==> src/rtl/irq_agg_pkg.sv <==
package irq_agg_pkg;
  localparam int EVW    = 8;
  localparam int ADDR_W = 12;
  localparam int OFF_W  = 8;
  localparam int BLK_W  = ADDR_W - OFF_W;

  localparam logic [OFF_W-1:0] OFF_IVL_HI  = 8'h13;
  localparam logic [OFF_W-1:0] OFF_IVL_LO  = 8'h14;
  localparam logic [OFF_W-1:0] OFF_COM_EVT = 8'h15;
  localparam logic [OFF_W-1:0] OFF_COM_MSK = 8'h16;
  localparam logic [OFF_W-1:0] OFF_SUM     = 8'h17;
  localparam logic [OFF_W-1:0] OFF_SUM_MSK = 8'h18;
  localparam logic [OFF_W-1:0] OFF_SK_EVT  = 8'h02;
  localparam logic [OFF_W-1:0] OFF_SK_MSK  = 8'h2C;

  // Next value of a write-one-to-clear register where fresh events win.
  function automatic logic [EVW-1:0] w1c_next(input logic [EVW-1:0] q,
                                              input logic [EVW-1:0] clr,
                                              input logic [EVW-1:0] set);
    return (q & ~clr) | set;
  endfunction

  // True when any bit is both pending and enabled.
  function automatic logic any_enabled(input logic [EVW-1:0] pend,
                                       input logic [EVW-1:0] en);
    return |(pend & en);
  endfunction
endpackage

==> src/rtl/irq_evt_reg.sv <==
module irq_evt_reg
  import irq_agg_pkg::*;
#(
  parameter bit             GATE_LATCH = 1'b1,
  parameter logic [EVW-1:0] MASK_RST   = '1
) (
  input  logic           clk,
  input  logic           rst_n,
  input  logic [EVW-1:0] evt_i,
  input  logic           clr_we,
  input  logic           msk_we,
  input  logic [EVW-1:0] wdata,
  output logic [EVW-1:0] evt_q,
  output logic [EVW-1:0] msk_q,
  output logic           any_o
);
  logic [EVW-1:0] set_bits;
  logic [EVW-1:0] clr_bits;

  generate
    if (GATE_LATCH) begin : g_gated
      assign set_bits = evt_i & msk_q;
    end else begin : g_open
      assign set_bits = evt_i;
    end
  endgenerate

  assign clr_bits = clr_we ? wdata : '0;
  assign any_o    = |evt_q;

  always_ff @(posedge clk or negedge rst_n) begin
    if (!rst_n) begin
      evt_q <= '0;
      msk_q <= MASK_RST;
    end else begin
      evt_q <= w1c_next(evt_q, clr_bits, set_bits);
      if (msk_we) msk_q <= wdata;
    end
  end

  generate
    if (GATE_LATCH) begin : g_gate_chk

      latch_gated_chk: assert property (@(posedge clk) disable iff (!rst_n)
        ((evt_q & ~$past(evt_q) & ~($past(evt_i) & $past(msk_q))) == '0));
    end
  endgenerate


  hold_unless_cleared_chk: assert property (@(posedge clk) disable iff (!rst_n)
    (($past(evt_q) & ~$past(clr_bits) & ~evt_q) == '0));


  set_beats_clear_chk: assert property (@(posedge clk) disable iff (!rst_n)
    (($past(set_bits) & ~evt_q) == '0));
endmodule

==> src/rtl/irq_holdoff.sv <==
module irq_holdoff #(
  parameter int IVL_W = 16
) (
  input  logic             clk,
  input  logic             rst_n,
  input  logic             pend_i,
  input  logic [IVL_W-1:0] ivl_i,
  output logic             act_o
);
  logic [IVL_W-1:0] cnt_q;
  logic             release_ev;
  logic             fire_ev;
  logic             wait_busy;

  assign wait_busy  = (cnt_q != '0);
  assign release_ev = act_o && !pend_i;
  assign fire_ev    = !act_o && pend_i && !wait_busy;

  always_ff @(posedge clk or negedge rst_n) begin
    if (!rst_n) begin
      act_o <= 1'b0;
      cnt_q <= '0;
    end else if (release_ev) begin
      act_o <= 1'b0;
      cnt_q <= ivl_i;
    end else if (fire_ev) begin
      act_o <= 1'b1;
    end else if (wait_busy) begin
      cnt_q <= cnt_q - 1'b1;
    end
  end


  assert_on_cause_chk: assert property (@(posedge clk) disable iff (!rst_n)
    (!act_o && pend_i && cnt_q == '0) |=> act_o);

  release_on_clear_chk: assert property (@(posedge clk) disable iff (!rst_n)
    (act_o && !pend_i) |=> !act_o);

  reload_on_release_chk: assert property (@(posedge clk) disable iff (!rst_n)
    $fell(act_o) |-> (cnt_q == $past(ivl_i)));

  quiet_while_wait_chk: assert property (@(posedge clk) disable iff (!rst_n)
    (!act_o && cnt_q != '0) |=> !act_o);
endmodule

==> src/rtl/nic_irq_agg.sv <==
module nic_irq_agg
  import irq_agg_pkg::*;
#(
  parameter int NSOCK = 8,
  parameter int IVL_W = 16
) (
  input  logic                  clk,
  input  logic                  rst_n,
  input  logic                  reg_we,
  input  logic [ADDR_W-1:0]     reg_addr,
  input  logic [EVW-1:0]        reg_wdata,
  output logic [EVW-1:0]        reg_rdata,
  input  logic [NSOCK*EVW-1:0]  sock_evt_i,
  input  logic [EVW-1:0]        com_evt_i,
  output logic                  irq_n
);
  logic [BLK_W-1:0] blk;
  logic [OFF_W-1:0] off;
  logic             shared_hit;
  logic [EVW-1:0]   sk_evt [NSOCK];
  logic [EVW-1:0]   sk_msk [NSOCK];
  logic [NSOCK-1:0] sum_live;
  logic [NSOCK-1:0] sum_msk_q;
  logic [IVL_W-1:0] ivl_q;
  logic [EVW-1:0]   com_evt, com_msk;
  logic [EVW-1:0]   sum_pad, smsk_pad;
  logic             pend;
  logic             act;

  assign blk        = reg_addr[ADDR_W-1:OFF_W];
  assign off        = reg_addr[OFF_W-1:0];
  assign shared_hit = (blk == '0);

  genvar g;
  generate
    for (g = 0; g < NSOCK; g++) begin : g_sock
      logic hit;
      assign hit = (blk == BLK_W'(g + 1));
      irq_evt_reg #(.GATE_LATCH(1'b1), .MASK_RST('1)) u_sock (
        .clk    (clk),
        .rst_n  (rst_n),
        .evt_i  (sock_evt_i[g*EVW +: EVW]),
        .clr_we (reg_we && hit && off == OFF_SK_EVT),
        .msk_we (reg_we && hit && off == OFF_SK_MSK),
        .wdata  (reg_wdata),
        .evt_q  (sk_evt[g]),
        .msk_q  (sk_msk[g]),
        .any_o  (sum_live[g])
      );
    end
  endgenerate

  irq_evt_reg #(.GATE_LATCH(1'b0), .MASK_RST('0)) u_common (
    .clk    (clk),
    .rst_n  (rst_n),
    .evt_i  (com_evt_i),
    .clr_we (reg_we && shared_hit && off == OFF_COM_EVT),
    .msk_we (reg_we && shared_hit && off == OFF_COM_MSK),
    .wdata  (reg_wdata),
    .evt_q  (com_evt),
    .msk_q  (com_msk),
    .any_o  ()
  );

  always_ff @(posedge clk or negedge rst_n) begin
    if (!rst_n) begin
      sum_msk_q <= '0;
      ivl_q     <= '0;
    end else if (reg_we && shared_hit) begin
      case (off)
        OFF_SUM_MSK: sum_msk_q <= reg_wdata[NSOCK-1:0];
        OFF_IVL_HI:  ivl_q[IVL_W-1:8] <= reg_wdata[IVL_W-9:0];
        OFF_IVL_LO:  ivl_q[7:0] <= reg_wdata;
        default: ;
      endcase
    end
  end

  always_comb begin
    sum_pad  = '0;
    smsk_pad = '0;
    sum_pad[NSOCK-1:0]  = sum_live;
    smsk_pad[NSOCK-1:0] = sum_msk_q;
  end

  assign pend = any_enabled(com_evt, com_msk) || any_enabled(sum_pad, smsk_pad);

  irq_holdoff #(.IVL_W(IVL_W)) u_hold (
    .clk    (clk),
    .rst_n  (rst_n),
    .pend_i (pend),
    .ivl_i  (ivl_q),
    .act_o  (act)
  );

  assign irq_n = ~act;

  always_comb begin
    reg_rdata = '0;
    if (shared_hit) begin
      case (off)
        OFF_IVL_HI:  reg_rdata = ivl_q[IVL_W-1:8];
        OFF_IVL_LO:  reg_rdata = ivl_q[7:0];
        OFF_COM_EVT: reg_rdata = com_evt;
        OFF_COM_MSK: reg_rdata = com_msk;
        OFF_SUM:     reg_rdata = sum_pad;
        OFF_SUM_MSK: reg_rdata = smsk_pad;
        default:     reg_rdata = '0;
      endcase
    end
    for (int i = 0; i < NSOCK; i++) begin
      if (blk == BLK_W'(i + 1)) begin
        if (off == OFF_SK_EVT)      reg_rdata = sk_evt[i];
        else if (off == OFF_SK_MSK) reg_rdata = sk_msk[i];
      end
    end
  end


  summary_live_chk: assert property (@(posedge clk) disable iff (!rst_n)
    (sum_live[0] == (sk_evt[0] != '0)));

  line_needs_cause_chk: assert property (@(posedge clk) disable iff (!rst_n)
    $fell(irq_n) |-> $past(pend));
endmodule

==> config.mk <==
export PLATFORM = sky130hd
export DESIGN_NAME = nic_irq_agg
export DESIGN_NICKNAME = d
export VERILOG_FILES = /design/src/rtl/irq_agg_pkg.sv /design/src/rtl/irq_evt_reg.sv /design/src/rtl/irq_holdoff.sv /design/src/rtl/nic_irq_agg.sv
export SDC_FILE = /design/constraint.sdc
export NUM_CORES = 1
export LEC_CHECK = 0
export BUFFER_PORTS_ARGS = -buffer_cell sky130_fd_sc_hd__buf_4
export CAP_MARGIN = 25
export CORE_MARGIN = 2
export CORE_UTILIZATION = 53
export CTS_CLUSTER_DIAMETER = 30
export DETAILED_ROUTE_END_ITERATION = 7
export PLACE_DENSITY_LB_ADDON = 0.3
export RECOVER_POWER = 100
export SYNTH_ARGS = -nofsm -noshare
export SYNTH_HDL_FRONTEND = slang
export SYNTH_SLANG_ARGS = --single-unit
==> constraint.sdc <==
create_clock -name clk -period 2.36 [get_ports clk]
set_input_delay 0.118 -clock clk [delete_from_list [all_inputs] [get_ports clk]]
set_output_delay 0.118 -clock clk [all_outputs]
set_load 0.005 [all_outputs]
### Word level (Yosys, flattened, before mapping)

Cells that the tools add are included.

* logic and storage cells: 171
* flip-flop bits (word level): 185
* bits of input ports: 95
* output and inout bits: 9

* eq/ne operators: 17
* muxes and demuxes: 40
* $add $sub $neg: 1
* reductions and logical operators: 52
* bitwise operators: 38

Operators with widths (number)
* $mux 8: 34
* $and 8x8->8: 19
* $reduce_or 8->1: 10
* $not 8->8: 9
* $or 8x8->8: 9
* $eq 8x5->1 const B: 6
* $mux 16: 3
* $pmux 8 s6: 1
* $logic_and 1x1->1: 30
* $eq 4x3->1 const B: 4
* $reduce_bool 16->1: 1
* $sub 16x1->16 const B: 1
* $eq 4x2->1 const B: 2
* $eq 8x2->1 const B: 1
* $eq 8x6->1 const B: 1
* $reduce_and 2->1: 4
* $eq 4x1->1 const B: 1
* $eq 4x4->1 const B: 1
* $logic_not 4->1: 1
* $reduce_bool 2->1: 2
* $logic_not 1->1: 3
* $mux 1: 2
* $ne 2x1->1 const B: 1
* $logic_or 1x1->1: 1
* $not 1->1: 1

### Logic depth before layout (Yosys ltp)

Gate-level depths: netlist of run 1.

* word-level depth: 27
* gate-level depth with buffers: 10
* gate-level depth less buffers: 8

### Hierarchy

A second synthesis of run 1 with hierarchy kept.

* cell total of the unflattened synthesis: 840
* area total of the unflattened synthesis: 9729.3 um^2

Modules (own cells, without submodules)
* irq_evt_reg (g_sock[0].u_sock ...): times used 8, area an instance 663.1 um^2, cells an instance 45
* nic_irq_agg: times used 1, area an instance 2805.2 um^2, cells an instance 338
* irq_holdoff: times used 1, area an instance 975.9 um^2, cells an instance 97
* irq_evt_reg (u_common): times used 1, area an instance 643.1 um^2, cells an instance 45

### Worst setup path before layout of run 1

OpenSTA, ideal clock, no wires.

* path kind: reg-to-reg
* from: register u_hold.cnt_q[0]
* to: register u_hold.cnt_q[6]
* required time: 2235 ps
* library setup time: 125 ps
* clock period less this slack: 2460 ps
* data arrival time: 2335 ps
* path slack: -100 ps
* path buffers: 2
* stages on the path, launching flop included: 10
* cells stage by stage: dfrtp_1 > inv_1 > ha_1 > or4b_1 > or3_1 > clkbuf_1 > nor3b_2 > buf_4 > a21oi_1 > mux2_2

* longest elaborated chain between the ends: 5
* elaborated cells on any way between the ends: 10

RTL lines
* start: declaration: line irq_holdoff.sv:10 `logic [IVL_W-1:0] cnt_q;`
* start signal: assignment: line irq_holdoff.sv:25 `cnt_q <= ivl_i;`
* start signal: assignment: line irq_holdoff.sv:29 `cnt_q <= cnt_q - 1'b1;`
* branches (longest 5 deep; another with $sub 16x1->16)

Several ways; the timed one is not identified. The select of a mux whose other input is x is not followed.
A chain may end at the register's enable or synchronous reset.

### Worst setup path after layout of run 1

* from: input port reg_addr[7]
* to: output port reg_rdata[6]

* longest elaborated chain between the ends: 27
* elaborated cells on any way between the ends: 34

RTL lines
* start: declaration: line nic_irq_agg.sv:10 `input logic [ADDR_W-1:0] reg_addr,`
* $eq 8x5->1: line nic_irq_agg.sv:101 `case (off)`
* $pmux 8 s6: line nic_irq_agg.sv:101
* $mux 8: line nic_irq_agg.sv:100 `if (shared_hit) begin`
* $mux 8: line nic_irq_agg.sv:114 `else if (off == OFF_SK_MSK) reg_rdata = sk_msk[i];`
* $mux 8: line nic_irq_agg.sv:113 `if (off == OFF_SK_EVT) reg_rdata = sk_evt[i];`
* $mux 8: line nic_irq_agg.sv:112 `if (blk == BLK_W'(i + 1)) begin`
* $mux 8: line nic_irq_agg.sv:114
* $mux 8: line nic_irq_agg.sv:113
* (+11 left out)
* $mux 8: line nic_irq_agg.sv:113
* $mux 8: line nic_irq_agg.sv:112
* $mux 8: line nic_irq_agg.sv:114
* $mux 8: line nic_irq_agg.sv:113
* $mux 8: line nic_irq_agg.sv:112
* $mux 8: line nic_irq_agg.sv:114
* $mux 8: line nic_irq_agg.sv:113
* $mux 8 *: line nic_irq_agg.sv:112
* end: declaration: line nic_irq_agg.sv:12 `output logic [EVW-1:0] reg_rdata,`

Mark *: on every way between the ends. The rest lies on a longest branch, timed or not.

==> impl_results.md, run 1 <==
* TritonRoute pass-1 iters at 7
* DP Area at 11100 sq um
* Root buf cell: clkbuf_16
* Grt met1 use at 0.449
* Initial antenna violation count at 3
* Later-pin clock latency in the skew report at 0.44 ns
* Layout Utilization at 0.736
* Min-delay worst type: input pin to register
* Period minus WS final at about 2.6 ns
* CP delay by family, top: simple AND/OR/NAND/NOR gates
* Critical R2R Launch: g_sock[7].u_sock.evt_q[5]
* Post-Syn Instances at 860
* Synth cell types at 68
* Post-Syn Area per Cell at roughly 11 sq um
* Dominant cells by area after synthesis: dfrtp_1 (32%), dfstp_2 (18%), mux2_2 (13%), a22o_1 (6.4%), nand2_1 (3.7%)
* Layout cells sized above 1 at 0.422
* IO Count at around 100
* GRT met3 Usage at 0.0754
* Number of synthesized flops with an enable pin at 0
* WL per Instance at 23.4 um
* Final setup margin at -0.233 ns
* Setup crit end kind: primary output
* Area of the multi-input gates at around 4700 sq um
* Global-route met2 utilization at 0.554
* Net Count, Synth at 956
* Sequential share of the synthesized area at 0.499
* First-pass GRT wire length at just under 50000 um
* GRT Util Overall at 0.345
* Final Hold Fails at 0
* Longest Clk Path Bufs at 2
* ANT nets after route at 0
* Hold Startpoint: reg_wdata[0]
* Leakage at 5.66 nW
* Maximum VDD drop at 0.527 mV
* R2R Setup Slk at -0.02 ns
* Core Area at approximately 17000 sq um
* Critical-path maximum fanout at 8
* Max Cap Violations at 1
* Final setup viols at 12
* Synth Register Bits at 185
* Status: complete, but fails checks
* Slew @ Worst Pin at between 1 and 1.5 ns
* Async SR Flop Fraction at 1.00
* Setup crit start kind: input pin
* Global routing's busiest layer: met2
* Routed Wire Length at 31700 um
* Crit path arrival time at approximately 2.5 ns
* Max Slew Vio Count at 0
* Failing checks: capacitance limit, setup timing
* Clock transition at path regs at approximately 0.07 ns
* CTS tree: done
* Die area at ~19000 sq um
* Die width at 137 um
* Post-DP HPWL at 21100 um
* Power Density at ~630 nW/um^2
* Fmax at around 390 MHz
* Drc violations at 0
* Clock skew at 0.00598 ns
* Num CTS Buffers at 17
* Final worst-path cycle share at 1.10
* Worst path max stage delay at 0.54 ns
* Vias after detailed routing at between 8000 and 9000
* PortBufs at between 100 and 150
* Critical path, cell by cell: clkbuf_1 > buf_4 > nor4_4 > and4_2 > buf_4 > o21ai_1 > nor2_1 > nor4_1 > nand3_2 > buf_6
* Most common cell after layout, fill and taps aside: buf_4
* Slew headroom at 0.00273
* Number of DRC markers in iteration 0 at roughly 1000
* Die Ht at 137 um
* Most frequent cells in the layout: buf_4 (184), dfrtp_1 (121), mux2_2 (108)
* Area grow syn2layout at 35.4%
* Worst Path Buf+Inv at 4
* Row count at between 40 and 50
* Pin count of the biggest net entering global routing at 61
* Yosys warning total at 0
* Ys flop type: dfrtp_1
* WP data required at ~2.2 ns
* H-tree depth at 4
* Post-Layout Inst Area at 12800 sq um
* Min-Delay Path Depth at 3
* Initial Util at 0.544
* Dpl ws at -0.112 ns
* Reg area at 4710 sq um
* Most common cell on crit path: buf_4
* Nets at 1213
* Vias in the first global route at 8734
* RSZ-0062 raised after global routing: yes
* Hold Crit Endpoint: u_common.evt_q[0]
* Fillers at 1157
* Netlist Area Pre-Place at ~9400 sq um
* Overflow after GRT at 0
* Overall Power at 8.05 mW
* Yosys top cell area share at 0.321
* # clock sinks at around 190
* RD Place Congestion at 0.955
* Worst r2r dst: u_hold.cnt_q[4]
* Worst-case reg-to-reg path depth at 6
* Slowest-stage cell, CP: o21ai_1
* Via density per instance at around 6.5
* Crit Path Class: input pin to primary output
* Leading area contributor after synthesis: dfrtp_1
-- cell type report --
cell class,instances,area share
tap,225,0.0220
inverter,9,0.00264
antenna,1,0.000196
sequential,185,0.369
multi-input combinational,613,0.371
clock inverter,14,0.0142
clock buffer,18,0.0344
timing repair buffer,291,0.187
-- cells in the mapped netlist (4+ instances only) --
cell      count
a21o_1        9
clkbuf_1     40
nand3_1      11
o21ai_0      39
a211o_1       4
a31oi_1       4
mux2_2      109
xnor2_1       5
dfstp_2      64
nand2_1      93
nor4_1        9
inv_1         9
or3_1         8
buf_2         7
a22oi_1      20
nor3_1        7
nor2_1       48
o221ai_1     10
a22o_1       69
o21ai_1       4
o22ai_1      46
o211ai_1      4
nor2b_1       7
mux2i_1       6
a21oi_1      18
or4_1        19
dfrtp_1     121
and3_1        7
-- registers in the layout, indices dropped and copies added (netlist names) --
name	cells
u_common.msk_q	8
g_sock.u_sock.evt_q	64
u_hold.cnt_q	16
g_sock.u_sock.msk_q	64
u_hold.act_o	1
smsk_pad	8
ivl_q	16
u_common.evt_q	8
-- kinds of logic after synthesis --
group,synth area share
compound gates,0.189
simple gates,0.138
flops,0.499
mux,0.140
buf+inv,0.0276
xor+xnor,0.00464
fa+ha+maj,0.00133
-- metrics by stage --
step | hold WS (ns) | instances | setup TNS, ns
2_1_floorplan | -0.178 | 860 | -0.0391
3_3_place_gp | 0.141 | 1223 | -0.773
3_5_place_dp | 0.138 | 1223 | -1.19
4_1_cts | 0.108 | 1345 | -1.09
5_1_grt | 0.128 | 1356 | -2.89
6_report | 0.127 | 1356 | -1.40
-- routing by layer --
layer | wire [um] | up-vias
met3 | 2580 | 115
li1 | - | 3794
met4 | 1350 | 2
met1 | 12800 | 4419
met2 | 15000 | 495
met5 | 13 | -
-- report_power, final --
group | internal [mW] | leakage (nW) | switching (mW)
Clock | 1.73 | 0.304 | 1.32
Sequential | 3.38 | 2.28 | 0.187
Combinational | 0.788 | 3.08 | 0.661
Total | 5.89 | 5.66 | 2.16
-- worst min-delay path: stages --
cell and delay (ns):
buf_4 0.21, nand2_1 0.09, a21o_1 0.10
-- worst max path at each step --
stage	startpoint	to	slack [ns]	depth (start not counted)
after CTS	g_sock[6].u_sock.evt_q[6]	reg_rdata[6]	-0.28	7
after global routing	reg_addr[7]	reg_rdata[6]	-0.30	10
final	reg_addr[7]	reg_rdata[6]	-0.23	10
after floorplan	u_hold.cnt_q[0]	u_hold.cnt_q[10]	-0.005	9
after detailed placement	reg_addr[3]	reg_rdata[5]	-0.11	10
after global placement	reg_addr[3]	reg_rdata[5]	-0.1	10
-- what timing repair did --
item	CTS	global route
endpoints found under the setup margin	21	22
pin swaps	28	23
resized for setup	45	24
hold endpoints to repair	117	0
hold buffers	73	0
setup buffers	19	10
Note: power is estimated with default switching activity, not from simulation.
==> inputs of run 2 (changes only) <==
--- a/config.mk
+++ b/config.mk
@@ -5,10 +5,11 @@
 export SDC_FILE = /design/constraint.sdc
 export NUM_CORES = 1
 export LEC_CHECK = 0
+export ABC_AREA = 1
 export BUFFER_PORTS_ARGS = -buffer_cell sky130_fd_sc_hd__buf_4
 export CAP_MARGIN = 25
 export CORE_MARGIN = 2
-export CORE_UTILIZATION = 53
+export CORE_UTILIZATION = 54
 export CTS_CLUSTER_DIAMETER = 30
 export DETAILED_ROUTE_END_ITERATION = 7
 export PLACE_DENSITY_LB_ADDON = 0.3
==> run 2 against run 1 <==
- the flow finishes with violations (capacitance limit, slew limit, setup timing)
- global-route usage shrank 2.7 points
- first-iteration DRC count shrank 12%
- non-clock buffer count shrank 72
- clock skew grew 0.00066 ns
- via count grew 8.1%
- die area grew 1.2%
- worst hold slack gained 0.083 ns
- sequential share of layout area grew 1.4 points
- flip-flop and latch count is the same
- cell area shrank 3.5%
- wire length shrank 4.8%
- clock power shrank 5%
- largest power group unchanged
- highest routed layer unchanged
==> impl_results.md, run 2 <==
* Max Slew Vio Count at 60
* Crit Path Class: register to primary output
* Top flop regs: g_sock.u_sock.evt_q: 64 flops, g_sock.u_sock.msk_q: 64 flops
* Critical-path maximum fanout at 2
* Failing checks: capacitance limit, slew limit, setup timing
* Final setup margin at -0.161 ns
* Top-count cell post-synth: nand2_1
* Dominant cells by area after synthesis: dfrtp_1 (31%), dfstp_2 (17%), nand2_1 (13%), o21ai_0 (9.0%), nor2_1 (4.6%)
* Setup crit end kind: primary output
* Slew @ Worst Pin at 1.52 ns
* ANT nets after route at 0
* Dpl ws at 0.108 ns
* Fillers at ~1400
* First-pass GRT wire length at 48200 um
* Layout Utilization at 0.691
* Slew headroom at -0.0164
* Crit path arrival time at 2.40 ns
* GRT Util Overall at 0.318
* Post-Layout Inst Area at 12300 sq um
* Net Count, Synth at 1340
* Int Power at between 5 and 6 mW
* Die width at around 140 um
* Ys flop type: dfrtp_1
* WL per Instance at 18.0 um
* Number of DRC markers in iteration 0 at 910
* Num CTS Buffers at 17
* Maximum VDD drop at 0.557 mV
* Status: complete, but fails checks
* Most common cell after layout, fill and taps aside: nand2_1
* Leading area contributor after synthesis: dfrtp_1
* Ant. Diodes at 0
* Routed Wire Length at 30200 um
* NetSw at 2.14 mW
* Clk pwr share at 0.376
* Synth Register Bits at 185
* Fmax at between 300 and 400 MHz
* Yosys top cell area share at 0.311
* WHS at 0.211 ns
* Overflow after GRT at 0
* TritonRoute pass-1 iters at 5
* Initial antenna violation count at 1
* H-tree depth at 4
* Vias in the first global route at 9224
* Period minus WS final at around 2.5 ns
* Final Hold Fails at 0
* Layout cells sized above 1 at 0.244
* Clock skew at 0.00663 ns
* Longest Clk Path Bufs at 2
* Combinational fraction of design power at 0.155
* RD Place Congestion at 0.957
* Area grow syn2layout at 26.6%
* Post-Syn Area per Cell at 7.82 sq um
* Most frequent cells in the layout: nand2_1 (335), o21ai_0 (173), buf_4 (137)
* # clock sinks at 185
* Synth cell types at 48
* Core Area at 17800 sq um
* RSZ-0062 raised after global routing: yes
* Pin count of the biggest net entering global routing at 63
* Setup crit start kind: register
* Later-pin clock latency in the skew report at roughly 0.44 ns
* Final setup viols at 8
* Clock transition at path regs at 0.07 ns
* Post-DP HPWL at 20400 um
* Number of synthesized flops with an enable pin at 0
* Max Cap Violations at 1
* Top cells by count, synth: nand2_1 (342), o21ai_0 (174), dfrtp_1 (121)
* Sequential share of the synthesized area at 0.484
* Flop pwr share at 0.468
* Netlist Area Pre-Place at 9730 sq um
* Switching part of the total at 0.280
* Row count at 49
* Initial Util at 0.545
* WP data required at between 2 and 2.5 ns
* Vias after detailed routing at 9541
* Root buf cell: clkbuf_16
* Power Density at 621 nW/um^2
* Die area at 19100 sq um
* Via density per instance at approximately 5.7
* DP Area at 10700 sq um
* Yosys warning total at 0
* Die Ht at ~140 um
* Post-Syn Instances at approximately 1200
* PortBufs at 103
* Leakage at around 5.8 nW
* Drc violations at 0
* Async SR Flop Fraction at 1.00
* Final worst-path cycle share at 1.07
* CTS tree: done
* Nets at 1528
* Min-delay worst type: input pin to register
* IO Count at 104
-- run 2: changes by cell type in the layout (fill, tap and decap cells not counted), moves of 20 or more --
cell	change
o211ai_1	+26
inv_1	+70
o21ai_1	+30
nand2_1	+243
or4_4	-20
inv_2	+29
nor2_1	+64
a21oi_1	+22
o21ai_0	+137
a22o_1	-67
o22ai_1	-24
buf_4	-47
mux2_2	-108
-- run 2: stage by stage --
stage	power (mW)	setup TNS (ns)	std cells
after global placement	4.61	0	1550
after global routing	7.95	-1.75	1674
after floorplan	4.20	0	1244
after CTS	7.63	-0.603	1667
final	7.65	-0.671	1674
after detailed placement	4.64	0	1550
-- run 2: what timing repair did --
action                                  CTS  global route
hold buffers                             73             0
pin swaps                                31            33
setup buffers                            12             7
endpoints found under the setup margin    8            18
hold endpoints to repair                 98             0
resized for setup                        31            29
-- run 2: cells by family (layout without fill, tap and decap cells) --
family,count (synthesis),after routing,synth area share
simple gates,551,551,0.242
compound gates,333,333,0.193
flops,185,185,0.484
buf+inv,162,363,0.0696
xor+xnor,12,12,0.0108
fa+ha+maj,1,1,0.00129
-- run 2: worst max-delay path: stages, from the launching register on --
cell,delay (ns)
dfrtp_1,0.39
inv_1,0.08
nand4_1,0.22
nor2_1,0.17
nor2_1,0.05
a21oi_1,0.15
nand2_1,0.08
nand2_2,0.08
a22oi_2,0.07
o21ai_2,0.18
nand3_2,0.12
nor2_2,0.13
nand3_1,0.09
buf_4,0.15
-- run 2: cell type report --
cell class	instances	area [sq um]	area share
clock buffers	19	443	0.0360
clock inverters	13	145	0.0118
inverters	112	429	0.0348
multi-input cells	897	4490	0.364
flip-flops and latches	185	4710	0.382
well taps	229	287	0.0233
repair buffers	219	1820	0.147
-- run 2: final timing paths --
check	from	to	slack [ns]	depth (start not counted)
worst min-delay path	reg_wdata[5]	g_sock[2].u_sock.msk_q[5]	0.21	4
min in group asynchronous	rst_n	g_sock[0].u_sock.evt_q[1]	0.59	2
max in group asynchronous	rst_n	ivl_q[10]	0.44	3
worst max-delay path	g_sock[3].u_sock.evt_q[2]	reg_rdata[3]	-0.16	13
worst min register to register	g_sock[0].u_sock.msk_q[4]	g_sock[0].u_sock.msk_q[4]	0.49	2
worst max register to register	g_sock[7].u_sock.evt_q[2]	u_hold.cnt_q[1]	0.16	11
-- run 2: power groups by stage --
stage	clock (mW)	combinational, mW	sequential [mW]
2_1_floorplan	0	0.615	3.58
3_3_place_gp	0	0.991	3.62
3_5_place_dp	0	1.02	3.63
4_1_cts	2.91	1.15	3.57
5_1_grt	3.03	1.31	3.61
6_report	2.88	1.19	3.58
-- run 2: metal layers --
| metal | track usage | share of wire |
|---|---|---|
| met5 | 0 | 0.00043 |
| met4 | 0.149 | 0.043 |
| met3 | 0.0544 | 0.073 |
| met2 | 0.508 | 0.47 |
| met1 | 0.427 | 0.41 |
